--- src/rtl/ssv_pkg.sv ---
package ssv_pkg;

    // Frame A of a stub (bit 15 is the valid-pattern flag)
    typedef struct packed {
        logic       vp;
        logic [3:0] qual;
        logic [3:0] chamber;
        logic [6:0] wire_grp;
    } frame_a_t;

    // Frame B of a stub (timing markers in the upper bits)
    typedef struct packed {
        logic       bc0;
        logic       bx0;
        logic       se;
        logic       bend;
        logic [3:0] pattern;
        logic [7:0] strip;
    } frame_b_t;

    localparam logic [1:0] ADDR_CTRL   = 2'd0;
    localparam logic [1:0] ADDR_THRESH = 2'd1;
    localparam logic [1:0] ADDR_ERRCNT = 2'd2;

endpackage

--- src/rtl/ssv_bx_counter.sv ---
module ssv_bx_counter #(
    parameter int ORBIT_LEN = 3564,
    parameter int BXN_W     = $clog2(ORBIT_LEN)
) (
    input  logic             clk,
    input  logic             rst_n,
    output logic [BXN_W-1:0] bxn_o,
    output logic             at_zero_o
);
    localparam logic [BXN_W-1:0] LAST = BXN_W'(ORBIT_LEN - 1);

    logic [BXN_W-1:0] bxn_d, bxn_q;

    always_comb begin
        bxn_d = (bxn_q == LAST) ? '0 : bxn_q + 1'b1;
    end

    always_ff @(posedge clk) begin
        if (!rst_n) bxn_q <= '0;
        else        bxn_q <= bxn_d;
    end

    assign bxn_o     = bxn_q;
    assign at_zero_o = (bxn_q == '0);
endmodule

--- src/rtl/ssv_stub_check.sv ---
module ssv_stub_check
    import ssv_pkg::*;
(
    input  frame_a_t   frame_a_i,
    input  frame_b_t   frame_b_i,
    input  logic       ext_bc0_i,
    input  logic       at_zero_i,
    input  logic       bxn_lsb_i,
    input  logic       sticky_i,
    input  logic       inv_en_i,
    output frame_a_t   frame_a_o,
    output frame_b_t   frame_b_o,
    output logic [3:0] aux_qual_o,
    output logic       bc0_fault_o,
    output logic       se_o
);
    logic bc0_fault, bx0_fault, se, vp;

    always_comb begin
        bc0_fault = (frame_b_i.bc0 != at_zero_i) | (ext_bc0_i != at_zero_i);
        bx0_fault = (frame_b_i.bx0 != bxn_lsb_i);
        se        = frame_b_i.se | bc0_fault | bx0_fault | sticky_i;
        vp        = frame_a_i.vp & ~(se & inv_en_i);

        frame_a_o    = frame_a_i;
        frame_a_o.vp = vp;
        frame_b_o    = frame_b_i;
        frame_b_o.se = se;
        aux_qual_o   = vp ? frame_a_i.qual : 4'd0;
    end

    assign bc0_fault_o = bc0_fault;
    assign se_o        = se;
endmodule

--- src/rtl/ssv_err_tracker.sv ---
module ssv_err_tracker #(
    parameter int CNT_W = 16
) (
    input  logic             clk,
    input  logic             rst_n,
    input  logic             bc0_fault_i,
    input  logic             se_i,
    input  logic             clear_i,
    input  logic [CNT_W-1:0] thr_i,
    output logic             sticky_o,
    output logic [CNT_W-1:0] err_cnt_o,
    output logic             oos_o
);
    localparam logic [CNT_W-1:0] CNT_MAX = '1;

    typedef struct packed {
        logic             sticky;
        logic [CNT_W-1:0] cnt;
        logic             oos;
    } trk_t;

    trk_t st_d, st_q;

    always_comb begin
        st_d = st_q;
        if (clear_i) begin
            st_d = '0;
        end else begin
            st_d.sticky = st_q.sticky | bc0_fault_i;
            if (se_i && st_q.cnt != CNT_MAX) st_d.cnt = st_q.cnt + 1'b1;
            st_d.oos = st_q.oos | (st_d.cnt > thr_i);
        end
    end

    always_ff @(posedge clk) begin
        if (!rst_n) st_q <= '0;
        else        st_q <= st_d;
    end

    assign sticky_o  = st_q.sticky;
    assign err_cnt_o = st_q.cnt;
    assign oos_o     = st_q.oos;
endmodule

--- src/rtl/ssv_regs.sv ---
module ssv_regs
    import ssv_pkg::*;
#(
    parameter int CNT_W = 16
) (
    input  logic             clk,
    input  logic             rst_n,
    input  logic             wr_i,
    input  logic [1:0]       addr_i,
    input  logic [15:0]      wdata_i,
    output logic             inv_en_o,
    output logic [CNT_W-1:0] thr_o,
    output logic             clear_o
);
    typedef struct packed {
        logic             inv_en;
        logic [CNT_W-1:0] thr;
    } cfg_t;

    cfg_t cfg_d, cfg_q;

    always_comb begin
        cfg_d = cfg_q;
        if (wr_i && addr_i == ADDR_CTRL)   cfg_d.inv_en = wdata_i[0];
        if (wr_i && addr_i == ADDR_THRESH) cfg_d.thr    = wdata_i[CNT_W-1:0];
    end

    always_ff @(posedge clk) begin
        if (!rst_n) begin
            cfg_q.inv_en <= 1'b0;
            cfg_q.thr    <= '1;
        end else begin
            cfg_q <= cfg_d;
        end
    end

    assign inv_en_o = cfg_q.inv_en;
    assign thr_o    = cfg_q.thr;
    assign clear_o  = wr_i && (addr_i == ADDR_ERRCNT);
endmodule

--- src/rtl/stub_sync_validator.sv ---
module stub_sync_validator
    import ssv_pkg::*;
#(
    parameter int ORBIT_LEN = 3564,
    parameter int CNT_W     = 16
) (
    input  logic        clk,
    input  logic        rst_n,
    input  logic [15:0] link_frame_a_i,
    input  logic [15:0] link_frame_b_i,
    input  logic        ext_bc0_i,
    input  logic        cfg_wr_i,
    input  logic [1:0]  cfg_addr_i,
    input  logic [15:0] cfg_wdata_i,
    output logic [15:0] cfg_rdata_o,
    output logic [15:0] fwd_frame_a_o,
    output logic [15:0] fwd_frame_b_o,
    output logic [3:0]  aux_qual_o,
    output logic        oos_o
);
    localparam int BXN_W = $clog2(ORBIT_LEN);

    logic [BXN_W-1:0] bxn_q;
    logic             at_zero;
    logic             inv_en_q;
    logic [CNT_W-1:0] thr_q;
    logic             clear;
    logic             sticky_q;
    logic [CNT_W-1:0] err_cnt_q;
    logic             bc0_fault;
    logic             se_now;
    frame_a_t         chk_a;
    frame_b_t         chk_b;
    logic [3:0]       chk_aux;

    ssv_bx_counter #(.ORBIT_LEN(ORBIT_LEN), .BXN_W(BXN_W)) u_bxn (
        .clk       (clk),
        .rst_n     (rst_n),
        .bxn_o     (bxn_q),
        .at_zero_o (at_zero)
    );

    ssv_regs #(.CNT_W(CNT_W)) u_regs (
        .clk      (clk),
        .rst_n    (rst_n),
        .wr_i     (cfg_wr_i),
        .addr_i   (cfg_addr_i),
        .wdata_i  (cfg_wdata_i),
        .inv_en_o (inv_en_q),
        .thr_o    (thr_q),
        .clear_o  (clear)
    );

    ssv_stub_check u_check (
        .frame_a_i   (frame_a_t'(link_frame_a_i)),
        .frame_b_i   (frame_b_t'(link_frame_b_i)),
        .ext_bc0_i   (ext_bc0_i),
        .at_zero_i   (at_zero),
        .bxn_lsb_i   (bxn_q[0]),
        .sticky_i    (sticky_q),
        .inv_en_i    (inv_en_q),
        .frame_a_o   (chk_a),
        .frame_b_o   (chk_b),
        .aux_qual_o  (chk_aux),
        .bc0_fault_o (bc0_fault),
        .se_o        (se_now)
    );

    ssv_err_tracker #(.CNT_W(CNT_W)) u_track (
        .clk         (clk),
        .rst_n       (rst_n),
        .bc0_fault_i (bc0_fault),
        .se_i        (se_now),
        .clear_i     (clear),
        .thr_i       (thr_q),
        .sticky_o    (sticky_q),
        .err_cnt_o   (err_cnt_q),
        .oos_o       (oos_o)
    );

    typedef struct packed {
        frame_a_t   fa;
        frame_b_t   fb;
        logic [3:0] aux;
    } out_t;

    out_t out_d, out_q;

    always_comb begin
        out_d.fa  = chk_a;
        out_d.fb  = chk_b;
        out_d.aux = chk_aux;
    end

    always_ff @(posedge clk) begin
        if (!rst_n) out_q <= '0;
        else        out_q <= out_d;
    end

    assign fwd_frame_a_o = out_q.fa;
    assign fwd_frame_b_o = out_q.fb;
    assign aux_qual_o    = out_q.aux;

    always_comb begin
        cfg_rdata_o = '0;
        case (cfg_addr_i)
            ADDR_CTRL:   cfg_rdata_o[0]         = inv_en_q;
            ADDR_THRESH: cfg_rdata_o[CNT_W-1:0] = thr_q;
            ADDR_ERRCNT: cfg_rdata_o[CNT_W-1:0] = err_cnt_q;
            default:     cfg_rdata_o            = '0;
        endcase
    end
endmodule

--- config.mk ---
export PLATFORM = sky130hd
export DESIGN_NAME = stub_sync_validator
export DESIGN_NICKNAME = d
export VERILOG_FILES = /design/src/rtl/ssv_pkg.sv /design/src/rtl/ssv_bx_counter.sv /design/src/rtl/ssv_stub_check.sv /design/src/rtl/ssv_err_tracker.sv /design/src/rtl/ssv_regs.sv /design/src/rtl/stub_sync_validator.sv
export SDC_FILE = /design/constraint.sdc
export NUM_CORES = 1
export LEC_CHECK = 0
export BUFFER_PORTS_ARGS = -buffer_cell sky130_fd_sc_hd__clkbuf_2
export CORE_MARGIN = 2
export CORE_UTILIZATION = 52
export DETAILED_ROUTE_END_ITERATION = 10
export PLACE_DENSITY = 0.9
export SYNTH_ARGS = -nofsm -noshare
export SYNTH_HDL_FRONTEND = slang
export SYNTH_SLANG_ARGS = --single-unit
--- constraint.sdc ---
create_clock -name clk -period 3.9 [get_ports clk]
set_clock_uncertainty 0.05 [all_clocks]
set_input_delay 0.195 -clock clk [delete_from_list [all_inputs] [get_ports clk]]
set_output_delay 0.195 -clock clk [all_outputs]
set_load 0.01 [all_outputs]
Word-level counts from Yosys, hierarchy flattened
Cells that the tools add are included.
{ "totals": {"word_cells": 50, "input_bits": 54, "regBits": 83, "out_inout_bits": 53} }
{ "op_classes": {"addsub": 2, "muxes": 4, "n_reduce_logical": 9, "bitwise_logic": 10, "n_lt_le_gt_ge": 1, "n_eq_ne": 7} }
{ "ops": {"columns": ["operator", "count"], "rows": [
  ["$mux 16", 2],
  ["$pmux 15 s2", 1],
  ["$add 16x1->16 const B", 1],
  ["$gt 16x16->1", 1],
  ["$ne 16x16->1 const B", 1],
  ["$add 12x1->12 const B", 1],
  ["$eq 12x12->1 const B", 1],
  ["$logic_not 12->1", 1],
  ["$or 1x1->1", 6],
  ["$logic_and 1x1->1", 4],
  ["$reduce_or 2->1", 2],
  ["$ne 1x1->1", 3],
  ["$pmux 1 s3", 1],
  ["$and 1x1->1", 2],
  ["$eq 2x1->1 const B", 1],
  ["$eq 2x2->1 const B", 1],
  ["$logic_not 2->1", 1],
  ["$not 1->1", 2],
  ["$reduce_and 2->1", 1]
]} }

Logic depth before layout (Yosys ltp)
{ "logic_depth": {"word_depth": 11, "ltp_mapped": 15, "depth_no_buf": 13} }

Cells and area by module
Synthesis repeated with hierarchy kept, for this count alone.
{ "unflattened": {"hier_cells": 493, "hier_area_um2": 4560.6} }
{ "modules_own_cells": {"columns": ["module", "area_per_inst_um2", "cells_per_inst", "seq_area_each_um2", "n_inst"], "rows": [
  ["ssv_err_tracker", 1455.1, 174, 360.3, 1],
  ["stub_sync_validator", 1283.7, 118, 720.7, 1],
  ["ssv_regs", 820.8, 81, 340.3, 1],
  ["ssv_bx_counter", 634.4, 73, 240.2, 1],
  ["ssv_stub_check", 366.6, 47, 0.0, 1]
]} }

Worst setup path before layout
OpenSTA, ideal clock, no wires.
{ "synth_timing": {"kind": "flip-flop to flip-flop", "from": "reg u_bxn.bxn_q[0], in the netlist u_bxn.bxn_o[0]", "to": "reg u_track.st_q (netlist bit u_track.oos_o)", "path_slack_ps": 674, "synth_period_minus_slack_ps": 3226, "setup_ps": 120, "t_arrival_ps": 3057, "stages_incl_launch_ff": 15, "n_path_buf": 1, "required_ps": 3730, "path_cell_list": "dfxtp_1 inv_1 ha_1 nor4b_1 and3_1 clkbuf_1 mux2_4 nor4b_2 xnor2_1 ha_1 and3_1 a221o_1 a21oi_1 nor2_1 o31a_1"} }
{ "synth_between": {"elab_chain_len": 11, "elab_cells_between_ends": 13, "cone_classes": "order compare (1); eq/ne (3); mux (2); bitwise (5); reduce/logical (2)"} }
{ "synth_rtl": {"columns": ["item", "line", "text"], "rows": [
  ["start: declaration", "ssv_bx_counter.sv:12", "logic [BXN_W-1:0] bxn_d, bxn_q;"],
  ["start signal: assignment", "ssv_bx_counter.sv:20", "else bxn_q <= bxn_d;"],
  ["$logic_not 12->1", "ssv_bx_counter.sv:24", "assign at_zero_o = (bxn_q == '0);"],
  ["$ne 1x1->1", "ssv_stub_check.sv:20", "bc0_fault = (frame_b_i.bc0 != at_zero_i) | (ext_bc0_i != at_zero_i);"],
  ["$or 1x1->1", "ssv_stub_check.sv:20", null],
  ["$or 1x1->1", "ssv_stub_check.sv:22", "se = frame_b_i.se | bc0_fault | bx0_fault | sticky_i;"],
  ["$or 1x1->1 (*) (2 in a row)", "ssv_stub_check.sv:22", null],
  ["$logic_and 1x1->1 (*)", "ssv_err_tracker.sv:30", "if (se_i && st_q.cnt != CNT_MAX) st_d.cnt = st_q.cnt + 1'b1;"],
  ["$mux 16 (*)", "ssv_err_tracker.sv:30", null],
  ["$mux 16 (*)", "ssv_err_tracker.sv:26", "if (clear_i) begin"],
  ["$gt 16x16->1 (*)", "ssv_err_tracker.sv:31", "st_d.oos = st_q.oos | (st_d.cnt > thr_i);"],
  ["$or 1x1->1 (*)", "ssv_err_tracker.sv:31", null],
  ["end signal: assignment", "ssv_err_tracker.sv:37", "else st_q <= st_d;"],
  ["end: declaration", "ssv_err_tracker.sv:22", "trk_t st_d, st_q;"]
]} }
Every way passes the cells marked *; elsewhere a longest branch is shown, timed or not. The select of a mux whose other input is x is not followed.
A chain may end at the register's enable or synchronous reset.

Final worst setup path
Ends and elaborated chain as after synthesis.

==> flow_summary.json <==
{
  "dpl.hpwl_mm": 7.023,
  "die_w_um": 90.80,
  "hp-class": "primary input to flip-flop",
  "cap_violations": 0,
  "wl_per_cell_um": 18.16,
  "final_core_util_pct": 68.75,
  "r2r-start": "u_bxn.bxn_o[0]",
  "fill_cells": 486,
  "end_kind": "flip-flop",
  "clkPwrFrac_pct": 35.8,
  "synth_nets": 505,
  "required_ns": 4.12,
  "grt_max_degree": 54,
  "grt_overflow_total": 0,
  "async_reset_ff_share_pct": 0,
  "hold_ws_ns": -0.003529,
  "tightest_slew_ns": 1.135,
  "ant_nets": 0,
  "die-area_um2": 8244,
  "ys_seq_area_share_pct": 42.41,
  "cp.arrival_ns": 3.85,
  "cp-startpoint": "u_bxn.bxn_o[0]",
  "r2r_slack_ns": 0.28,
  "maxSlewHeadroom_pct": 24.36,
  "power.internal_mw": 1.252,
  "synth_cell_types": 41,
  "worstPathMaxFanout": 19,
  "worst-setup-path-type": "flip-flop to flip-flop",
  "start_util_pct": 53.72,
  "synthCells": 428,
  "die_h_um": 90.80,
  "slew_violations": 0,
  "critPathLaunchType": "flip-flop",
  "drtIter0Drc": 471,
  "synth.avg_cell_area_um2": 9.153,
  "drt-pass1-iter-count": 6,
  "power_density_nw_per_um2": 356.6,
  "ys.flop_type": "dfxtp_1",
  "worstSetupEndpoint": "u_track.oos_o",
  "violations": "negative hold slack",
  "hold_violations": 1,
  "synth_common_cells": "dfxtp_1 (83), nand2_1 (47), and2_1 (38)",
  "synth_area_leaders": "dfxtp_1 (42%), ha_1 (7.3%), and2_1 (6.1%)",
  "drc": 0,
  "postCtsSetupBuffers": 0,
  "core_area_um2": 7292,
  "grt_pass1_vias": 3798,
  "ys_seq_elements": 83,
  "cts_max_level": 3,
  "fin_tns_setup_ns": 0,
  "area_delta_synth_final_pct": 27.98,
  "row_count": 31,
  "vias": 3846,
  "antenna_found_initial": 0,
  "finalNetCount": 634,
  "synth-edff-count": 0,
  "drt_wl_total_mm": 12.00,
  "r2r_cells": 13,
  "num_io_pins": 107,
  "io_buffer_count": 106,
  "path_clk_slew_ns": 0.10,
  "fmax_ghz": 0.2759,
  "swShare_pct": 29.96,
  "clock_sinks": 83,
  "reg2reg_to": "u_track.oos_o",
  "yosysMostFrequentCell": "dfxtp_1",
  "fin_crit_ns": 3.625,
  "clockBufferDepth": 2,
  "status": "finished with violations",
  "p_seq_share_pct": 50.6,
  "clk_latency_ns": 0.39,
  "gp_congestion": 1.027,
  "grt_pass1_wl_mm": 19.19,
  "setup_viol": 0,
  "synth_area_um2": 3918,
  "worst_ir_drop_vdd_v": 0.0001758,
  "synth_top_area_share_pct": 42.41,
  "numCtsBuffers": 9,
  "drive_above_1_share_pct": 23.84,
  "p_leak_nw": 2.401,
  "cts_resized": 0,
  "yosysWarnings": 0,
  "gr-usage-all-layers_pct": 29.35,
  "synth_top_cell_by_area": "dfxtp_1",
  "final.period_utilization_pct": 92.95,
  "cts_root_buf": "clkbuf_8",
  "power_switching_uw": 535.6,
  "cts_tree": "built",
  "pwr-share-comb_pct": 13.6,
  "num_antenna_cells": 0,
  "hold_buffers": 30,
  "grt_setup_unrepaired": "no",
  "via_per_inst": 5.818
}
worst min path at each step:
stage,startpoint,cells past startpoint,endpoint,slack (ns)
after global routing,link_frame_b_i[15],2,fwd_frame_b_o[15],0.003
after floorplan,link_frame_a_i[11],1,aux_qual_o[0],0.27
after detailed placement,link_frame_b_i[8],2,fwd_frame_b_o[8],0.36
after CTS,cfg_wdata_i[13],3,u_regs.thr_o[13],0.0008
final,link_frame_b_i[15],2,fwd_frame_b_o[15],-0.004
after global placement,link_frame_b_i[1],2,fwd_frame_b_o[1],0.35
worst max-delay path, cell delays in order, from the launching register on:
cell and delay [ns]:
dfxtp_1 0.36, inv_1 0.07, ha_1 0.14, nor4b_1 0.21, and3_1 0.31, mux2_4 0.44
nor4b_2 0.41, xnor2_1 0.18, ha_1 0.26, and3_1 0.18, a221o_1 0.32, a21oi_1 0.21
nor2_1 0.09, o31a_1 0.28
kinds of logic after synthesis:
| kind of cell | synth area share, % |
|---|---|
| AND/OR/NAND/NOR | 26.32 |
| flip-flops | 42.41 |
| AO/OA/AOI/OAI | 10.57 |
| buffers and inverters | 4.439 |
| adder cells (fa/ha/maj) | 7.346 |
| XOR/XNOR | 4.918 |
| multiplexers | 3.992 |
metrics by stage:
| stage | cell area [um2] | hold slack [ns] | setup WS, ns | instances | power (mW) |
|---|---|---|---|---|---|
| after floorplan | 3918 | 0.2667 | 0.6738 | 428 | 1.039 |
| after global placement | 4503 | 0.3496 | 0.5752 | 614 | 1.111 |
| after detailed placement | 4503 | 0.3560 | 0.4422 | 614 | 1.123 |
| after CTS | 5004 | 0.0007890 | 0.4248 | 660 | 1.751 |
| after global routing | 5014 | 0.003407 | 0.1372 | 661 | 1.851 |
| final | 5014 | -0.003529 | 0.2751 | 661 | 1.788 |
metal layers:
layer	GRT usage (%)	wire length (um)	part of all wire (%)
met5	0	0	0
met4	15.15	635	5.3
met3	6.093	968	8.1
met2	53.86	6158	51
met1	31.59	4240	35
cell type report:
cell class | count | area, um2 | area share, %
multi-input cells | 301 | 2082 | 41.53
flip-flops and latches | 83 | 1662 | 33.14
repair buffers | 140 | 863.3 | 17.22
clock buffers | 9 | 123.9 | 2.471
well taps | 99 | 123.9 | 2.471
inverters | 22 | 82.58 | 1.647
clock inverters | 7 | 76.32 | 1.522
power by group through the flow:
stage | clock network (mW) | logic (mW) | registers [mW]
finish | 0.639 | 0.243 | 0.905
detailed placement | 0 | 0.203 | 0.920
CTS | 0.622 | 0.229 | 0.900
global placement | 0 | 0.193 | 0.918
global route | 0.684 | 0.260 | 0.907
floorplan | 0 | 0.113 | 0.926
cells in the final DEF, fill, tap and decap left out, drive strengths merged, types with 5 or more instances in the layout:
cell,Yosys,routed
clkbuf,20,115
dfxtp,83,83
nand2,47,47
and2,38,38
dlygate4sd3,0,31
inv,22,27
ha,23,23
nor2b,18,18
o211ai,18,18
xor2,17,17
nor2,16,16
a22oi,15,15
mux2i,13,13
nand3,10,10
a21oi,10,10
nand2b,10,10
and3,8,8
nand4,8,8
o21ai,8,8
nor4,7,7
xnor2,5,5
nor3,5,5
state kept, by name (all words and copies together), names as in the netlist:
signal	cells
aux_qual_o	4
fwd_frame_a_o	16
fwd_frame_b_o	16
u_bxn.bxn_o	12
u_regs.inv_en_o	1
u_regs.thr_o	16
u_track.err_cnt_o	16
u_track.oos_o	1
u_track.sticky_o	1
(Power assumes the default switching activity.)
